`src/rtl/crc_rx_pkg.sv`:
```
package crc_rx_pkg;
  localparam int          CRC_W       = 16;
  localparam int          BYTE_W      = 8;
  localparam int          WORD_MAX    = 32;
  localparam logic [15:0] MASK_C16    = 16'hA001;
  localparam logic [15:0] MASK_CCITT  = 16'h8408;
  localparam logic [15:0] RESID_C16   = 16'h0000;
  localparam logic [15:0] RESID_CCITT = 16'hF0B8;

  typedef enum logic {POLY_C16 = 1'b0, POLY_CCITT = 1'b1} poly_e;

  // one reflected (LSB-first) shift step
  function automatic logic [CRC_W-1:0] crc_bit(input logic [CRC_W-1:0] c,
                                               input logic b, input poly_e p);
    logic [CRC_W-1:0] r;
    logic fb;
    fb = c[0] ^ b;
    r  = c >> 1;
    if (fb) r = r ^ ((p == POLY_CCITT) ? MASK_CCITT : MASK_C16);
    return r;
  endfunction

  // n bits of d, bit 0 first
  function automatic logic [CRC_W-1:0] crc_word(input logic [CRC_W-1:0] c,
                                                input logic [WORD_MAX-1:0] d,
                                                input int n, input poly_e p);
    logic [CRC_W-1:0] r;
    r = c;
    for (int i = 0; i < WORD_MAX; i++)
      if (i < n) r = crc_bit(r, d[i], p);
    return r;
  endfunction

  function automatic logic [CRC_W-1:0] residue_of(input poly_e p);
    return (p == POLY_CCITT) ? RESID_CCITT : RESID_C16;
  endfunction
endpackage

```
`src/rtl/crc_rx_assembler.sv`:
```
module crc_rx_assembler #(
  parameter int BYTE_W = crc_rx_pkg::BYTE_W
) (
  input  logic              clk,
  input  logic              rst_n,
  input  logic              clr,
  input  logic              shift_en,
  input  logic              bit_in,
  output logic              byte_done,
  output logic [BYTE_W-1:0] byte_val
);
  localparam int CNT_W = (BYTE_W > 1) ? $clog2(BYTE_W) : 1;
  localparam logic [CNT_W-1:0] LAST = CNT_W'(BYTE_W - 1);

  logic [CNT_W-1:0]  cnt_q;
  logic [BYTE_W-1:0] sh_q;
  logic [BYTE_W-1:0] sh_next;

  assign sh_next   = {bit_in, sh_q[BYTE_W-1:1]};
  assign byte_done = shift_en && (cnt_q == LAST);
  assign byte_val  = sh_next;

  always_ff @(posedge clk or negedge rst_n) begin
    if (!rst_n) begin
      cnt_q <= '0;
      sh_q  <= '0;
    end else if (clr) begin
      cnt_q <= '0;
      sh_q  <= '0;
    end else if (shift_en) begin
      sh_q  <= sh_next;
      cnt_q <= byte_done ? '0 : cnt_q + 1'b1;
    end
  end
endmodule

```
`src/rtl/crc_rx_delay.sv`:
```
module crc_rx_delay #(
  parameter int BYTE_W = crc_rx_pkg::BYTE_W
) (
  input  logic              clk,
  input  logic              rst_n,
  input  logic              clr,
  input  logic              load,
  input  logic [BYTE_W-1:0] din,
  output logic              out_fire,
  output logic [BYTE_W-1:0] dout
);
  logic              full_q;
  logic [BYTE_W-1:0] hold_q;

  assign out_fire = load && full_q;
  assign dout     = hold_q;

  always_ff @(posedge clk or negedge rst_n) begin
    if (!rst_n) begin
      full_q <= 1'b0;
      hold_q <= '0;
    end else if (clr) begin
      full_q <= 1'b0;
      hold_q <= '0;
    end else if (load) begin
      full_q <= 1'b1;
      hold_q <= din;
    end
  end
endmodule

```
`src/rtl/crc_rx_engine.sv`:
```
module crc_rx_engine
  import crc_rx_pkg::*;
#(
  parameter int BYTE_W = crc_rx_pkg::BYTE_W
) (
  input  logic              clk,
  input  logic              rst_n,
  input  logic              init,
  input  logic              preset_ones,
  input  logic              bit_step,
  input  logic              bit_in,
  input  logic              byte_step,
  input  logic [BYTE_W-1:0] byte_in,
  input  poly_e             poly,
  output logic [CRC_W-1:0]  crc
);
  logic [CRC_W-1:0] crc_q;

  always_ff @(posedge clk or negedge rst_n) begin
    if (!rst_n)
      crc_q <= '0;
    else if (init)
      crc_q <= preset_ones ? '1 : '0;
    else if (bit_step)
      crc_q <= crc_bit(crc_q, bit_in, poly);
    else if (byte_step)
      crc_q <= crc_word(crc_q, WORD_MAX'(byte_in), BYTE_W, poly);
  end

  assign crc = crc_q;
endmodule

```
`src/rtl/crc_rx_check.sv`:
```
module crc_rx_check
  import crc_rx_pkg::*;
#(
  parameter int BYTE_W = crc_rx_pkg::BYTE_W
) (
  input  logic        clk,
  input  logic        rst_n,
  input  logic        start,
  input  logic        preset_ones,
  input  logic        mode_bit,
  input  logic        poly_sel,
  input  logic        bit_valid,
  input  logic        bit_in,
  input  logic        byte_incl,
  output logic [15:0] crc,
  output logic        crc_good
);
  poly_e             poly_eff;
  logic              bit_step;
  logic              asm_shift;
  logic              byte_done;
  logic [BYTE_W-1:0] byte_val;
  logic              byte_out_fire;
  logic [BYTE_W-1:0] byte_out;
  logic              byte_step;
  logic [CRC_W-1:0]  crc_w;

  // bit-oriented mode forces CCITT
  assign poly_eff  = (mode_bit || poly_sel) ? POLY_CCITT : POLY_C16;
  assign bit_step  = bit_valid && mode_bit && !start;
  assign asm_shift = bit_valid && !mode_bit && !start;
  assign byte_step = byte_out_fire && byte_incl;

  crc_rx_assembler #(.BYTE_W(BYTE_W)) u_asm (
    .clk(clk), .rst_n(rst_n), .clr(start), .shift_en(asm_shift),
    .bit_in(bit_in), .byte_done(byte_done), .byte_val(byte_val)
  );

  crc_rx_delay #(.BYTE_W(BYTE_W)) u_dly (
    .clk(clk), .rst_n(rst_n), .clr(start), .load(byte_done),
    .din(byte_val), .out_fire(byte_out_fire), .dout(byte_out)
  );

  crc_rx_engine #(.BYTE_W(BYTE_W)) u_eng (
    .clk(clk), .rst_n(rst_n), .init(start), .preset_ones(preset_ones),
    .bit_step(bit_step), .bit_in(bit_in), .byte_step(byte_step),
    .byte_in(byte_out), .poly(poly_eff), .crc(crc_w)
  );

  assign crc      = crc_w;
  assign crc_good = (crc_w == residue_of(poly_eff));

  p_idle_hold_r9: assert property (@(posedge clk) disable iff (!rst_n)
    (!bit_valid && !start) |=> $stable(crc));

  p_start_preset_r2: assert property (@(posedge clk) disable iff (!rst_n)
    start |=> (crc == ($past(preset_ones) ? 16'hFFFF : 16'h0000)));

  p_excl_stable_r6: assert property (@(posedge clk) disable iff (!rst_n)
    (byte_out_fire && !byte_incl && !start) |=> $stable(crc));

  p_byte_wait_r5: assert property (@(posedge clk) disable iff (!rst_n)
    (bit_valid && !mode_bit && !start && !byte_done) |=> $stable(crc));

  p_fire_on_done_r5: assert property (@(posedge clk) disable iff (!rst_n)
    byte_out_fire |-> byte_done);

  p_bitmode_nofire_r4: assert property (@(posedge clk) disable iff (!rst_n)
    mode_bit |-> !byte_out_fire);

  p_start_drops_bit_r8: assert property (@(posedge clk) disable iff (!rst_n)
    start |-> !byte_done);
endmodule

```
`config.mk`:
```
export PLATFORM = sky130hd
export DESIGN_NAME = crc_rx_check
export DESIGN_NICKNAME = d
export VERILOG_FILES = /design/src/rtl/crc_rx_pkg.sv /design/src/rtl/crc_rx_assembler.sv /design/src/rtl/crc_rx_delay.sv /design/src/rtl/crc_rx_engine.sv /design/src/rtl/crc_rx_check.sv
export SDC_FILE = /design/constraint.sdc
export NUM_CORES = 1
export LEC_CHECK = 0
export BUFFER_PORTS_ARGS = -buffer_cell sky130_fd_sc_hd__buf_2
export CAP_MARGIN = 20
export CORE_UTILIZATION = 61
export CTS_BUF_LIST = sky130_fd_sc_hd__clkbuf_8
export DETAILED_ROUTE_END_ITERATION = 8
export HOLD_SLACK_MARGIN = 0.02
export PLACE_DENSITY = 0.8
export SLEW_MARGIN = 20
export SYNTH_ARGS = -nofsm -noshare
export SYNTH_HDL_FRONTEND = slang
export SYNTH_SLANG_ARGS = --single-unit
```
`constraint.sdc`:
```
create_clock -name clk -period 3.5 [get_ports clk]
set_input_delay 0.525 -clock clk [delete_from_list [all_inputs] [get_ports clk]]
set_output_delay 0.525 -clock clk [all_outputs]
set_load 0.01 [all_outputs]
```
==> results.md <==
- Top FF cell, synth: dfrtp_1
- Routability cong.: about 0.94
- Clock-pin slew on the worst setup and hold paths: 0.07 ns
- Worst Setup EP: crc_good
- Post-synthesis average cell area: between 8 and 9 sq um
- FF-to-FF setup slack: 1.19 ns
- R2r worst-path depth: 6
- Final Hold Fails: 0
- Syn Inst Count: approximately 270
- Die extent in x: 64.0 microns
- Static leakage: roughly 1.1 nW
- Layout area overhead: 10.1%
- Tightest Pin Transition: 0.790 ns
- CP max stage delay: 0.44 ns
- Setup crit start: mode_bit
- Post-route DRC: 0
- Clock root buffer: clkbuf_8
- FP Rows: 22
- Initial core utilization: 0.640
- Pins over their slew limit: 0
- Yosys reg bits: 35
- Largest net degree at the start of global routing: 36
- Ys async rst share: 1.00
- Ys Warns: 0
- Worst hold-check path type: primary input to async pin
- Final nets: between 300 and 400
- Number of CTS-inserted buffers: 5
- Gr ovfl total: 0
- Critical R2R Launch: u_eng.crc[2]$_DFFE_PN0P_
- Most common cell after layout, fill and taps aside: nand2_1
- H-tree depth: 2
- Most frequent cells in the layout: nand2_1 (55), dfrtp_1 (35), nor2_1 (27)
- Kind of critical path: primary input to output pin
- Largest fanout on the critical path: 16
- Number of synthesized flops with an enable pin: 0
- Pwr per Cell Area: ~600 mW/mm^2
- Post-CTS Resized: 0
- Slowest CP cell: or2_1
- Clock Latency Late Sink: slightly below 0.3 ns
- Vias: 2114
- Core area: 0.00366 sq mm
- DRT antenna net count: 0
- Crit path top cell by count: buf_2
- Clock Skews: between 0.002 and 0.003 ns
- I/O Buffers: 25
- Setup violators final: 0
- N_diodes: 0
- Relative slew slack: 0.473
- Crit path time final: 2.43 ns
- Reg-to-Reg End: u_eng.crc[15]$_DFFE_PN0P_
- Post-DP HPWL: a little over 4000 microns
- Max Clock Freq: 0.412 GHz
- Io pins: 26
- CTS Sinks: 35
- Post-synthesis cell type count: 44
- First-pass GRT wire length: between 9000 and 10000 microns
- Tcrit/Tclk final: 0.694
- Maxcap violations: 0
- Sequential area share after synthesis: 0.374
- Max VDD drop: approximately 0.28 mV
- Post CTS Setup Buffer Count: 0
- Layout cells sized above 1: 0.149
- Cts-stage hold buffer count: 0
- Die area: between 0.004 and 0.005 sq mm
- Routed len/inst: 17.2 microns
- WP buf/inv: 2
- RSZ-0062 raised after global routing: no
- TNS Setup: 0 ns
- Critical Path AT: between 1.5 and 2 ns
- WP data required: 2.97 ns
- TritonCTS clock tree: built
- Vias per inst: roughly 6
- Power Total: 1.55 mW
- CP startpoint kind: primary input
- WL final: 5890 microns
- CP Capture Type: output pin
- Mapped cell area: 0.00234 sq mm
- CTS Buffer Depth: 2
- GR Util All Layers: 0.322
- CP Cell Sequence: buf_2 -> or2_1 -> o41ai_1 -> nand4_1 -> a21oi_1 -> buf_2
- DRT iter0 DRCs: ~240
- Status: complete, no violations
- Drt pass-1 iters: 5
- Cell family with most CP delay: simple AND/OR/NAND/NOR gates
- Worst path depth: 6
- Die height: 64.0 microns
- Vias in the first global route: around 2000
- Synth Net Count: 285
- Initial antenna violation count: 0
## cell families (layout without fill, tap and decap cells)
group,after synthesis,count (layout),share of synthesized area
adders and majority gates,2,2,0.0107
AOI/OAI and AO/OA,75,75,0.195
and+or+nand+nor,107,107,0.197
xor gates and xnor gates,36,36,0.185
muxes,3,3,0.0128
buffers and inverters,16,37,0.0256
DFF,35,35,0.374
## final cells by class
class	count	area (sq um)
tap	48	60.1
timing repair buffer	28	148
inverter	1	3.75
clock buffer	5	68.8
sequential	35	876
fill	287	1080
multi-input combinational	223	1410
clock inverter	3	16.3
## state kept, by name, summed over array words and instances (netlist names)
register and flops:
u_asm.cnt_q 3, u_dly.dout 8, u_eng.crc 16, u_asm.sh_q 7
u_dly.full_q 1
## worst min path at each step
stage	cells after the start	slack (ns)	endpoint	startpoint
finish	1	0.31	u_eng.crc[9]$_DFFE_PN0P_	rst_n
global route	1	0.38	u_eng.crc[9]$_DFFE_PN0P_	rst_n
CTS	1	0.34	u_eng.crc[9]$_DFFE_PN0P_	rst_n
detailed placement	1	0.47	u_dly.full_q$_DFFE_PN0P_	u_dly.full_q$_DFFE_PN0P_
global placement	1	0.47	u_dly.full_q$_DFFE_PN0P_	u_dly.full_q$_DFFE_PN0P_
floorplan	0	0.23	u_asm.cnt_q[0]$_DFFE_PN0P_	rst_n
## Yosys cell counts (3+ instances only)
| master | count | area (sq um) |
|---|---|---|
| a21oi_1 | 25 | 125 |
| a221oi_1 | 4 | 35.0 |
| a31oi_1 | 3 | 18.8 |
| clkbuf_1 | 15 | 56.3 |
| dfrtp_1 | 35 | 876 |
| mux2i_1 | 3 | 30.0 |
| nand2_1 | 55 | 206 |
| nand3_1 | 4 | 20.0 |
| nand4_1 | 4 | 25.0 |
| nor2_1 | 27 | 101 |
| o211ai_1 | 3 | 22.5 |
| o21ai_0 | 7 | 35.0 |
| o21ai_1 | 17 | 85.1 |
| or3_1 | 3 | 18.8 |
| xnor2_1 | 12 | 105 |
| xnor2_2 | 7 | 114 |
| xor2_1 | 13 | 114 |
## through the flow
step | setup WS, ns | hold WS, ns | cells | instance area (sq um) | util
final | 1.07 | 0.313 | 343 | 2580 | 0.704
after global routing | 0.948 | 0.376 | 343 | 2580 | 0.704
after CTS | 1.10 | 0.342 | 343 | 2580 | 0.704
after detailed placement | 1.10 | 0.474 | 335 | 2490 | 0.681
after global placement | 1.14 | 0.472 | 335 | 2490 | 0.681
after floorplan | 1.31 | 0.229 | 274 | 2340 | -
## per-layer routing
layer  up-vias  global-route usage  part of all wire
met2        93               0.525              0.48
met1      1001               0.406              0.42
met5         -                   0                 0
met3        23              0.0679             0.062
met4         0               0.151             0.034
li1        997                   -                 -
## worst register-to-register path, delay by kind of cell (launching register included)
kind | cells | cell delay (ns)
xor+xnor | 3 | 1.16
flops | 1 | 0.46
compound gates | 2 | 0.44
simple gates | 1 | 0.20
## where the power goes
group	internal, mW	leakage, nW	switching (mW)	total, mW
registers	0.452	0.454	0.110	0.562
logic	0.327	0.616	0.372	0.699
clock network	0.136	0.0453	0.154	0.291
(Power assumes the default switching activity.)
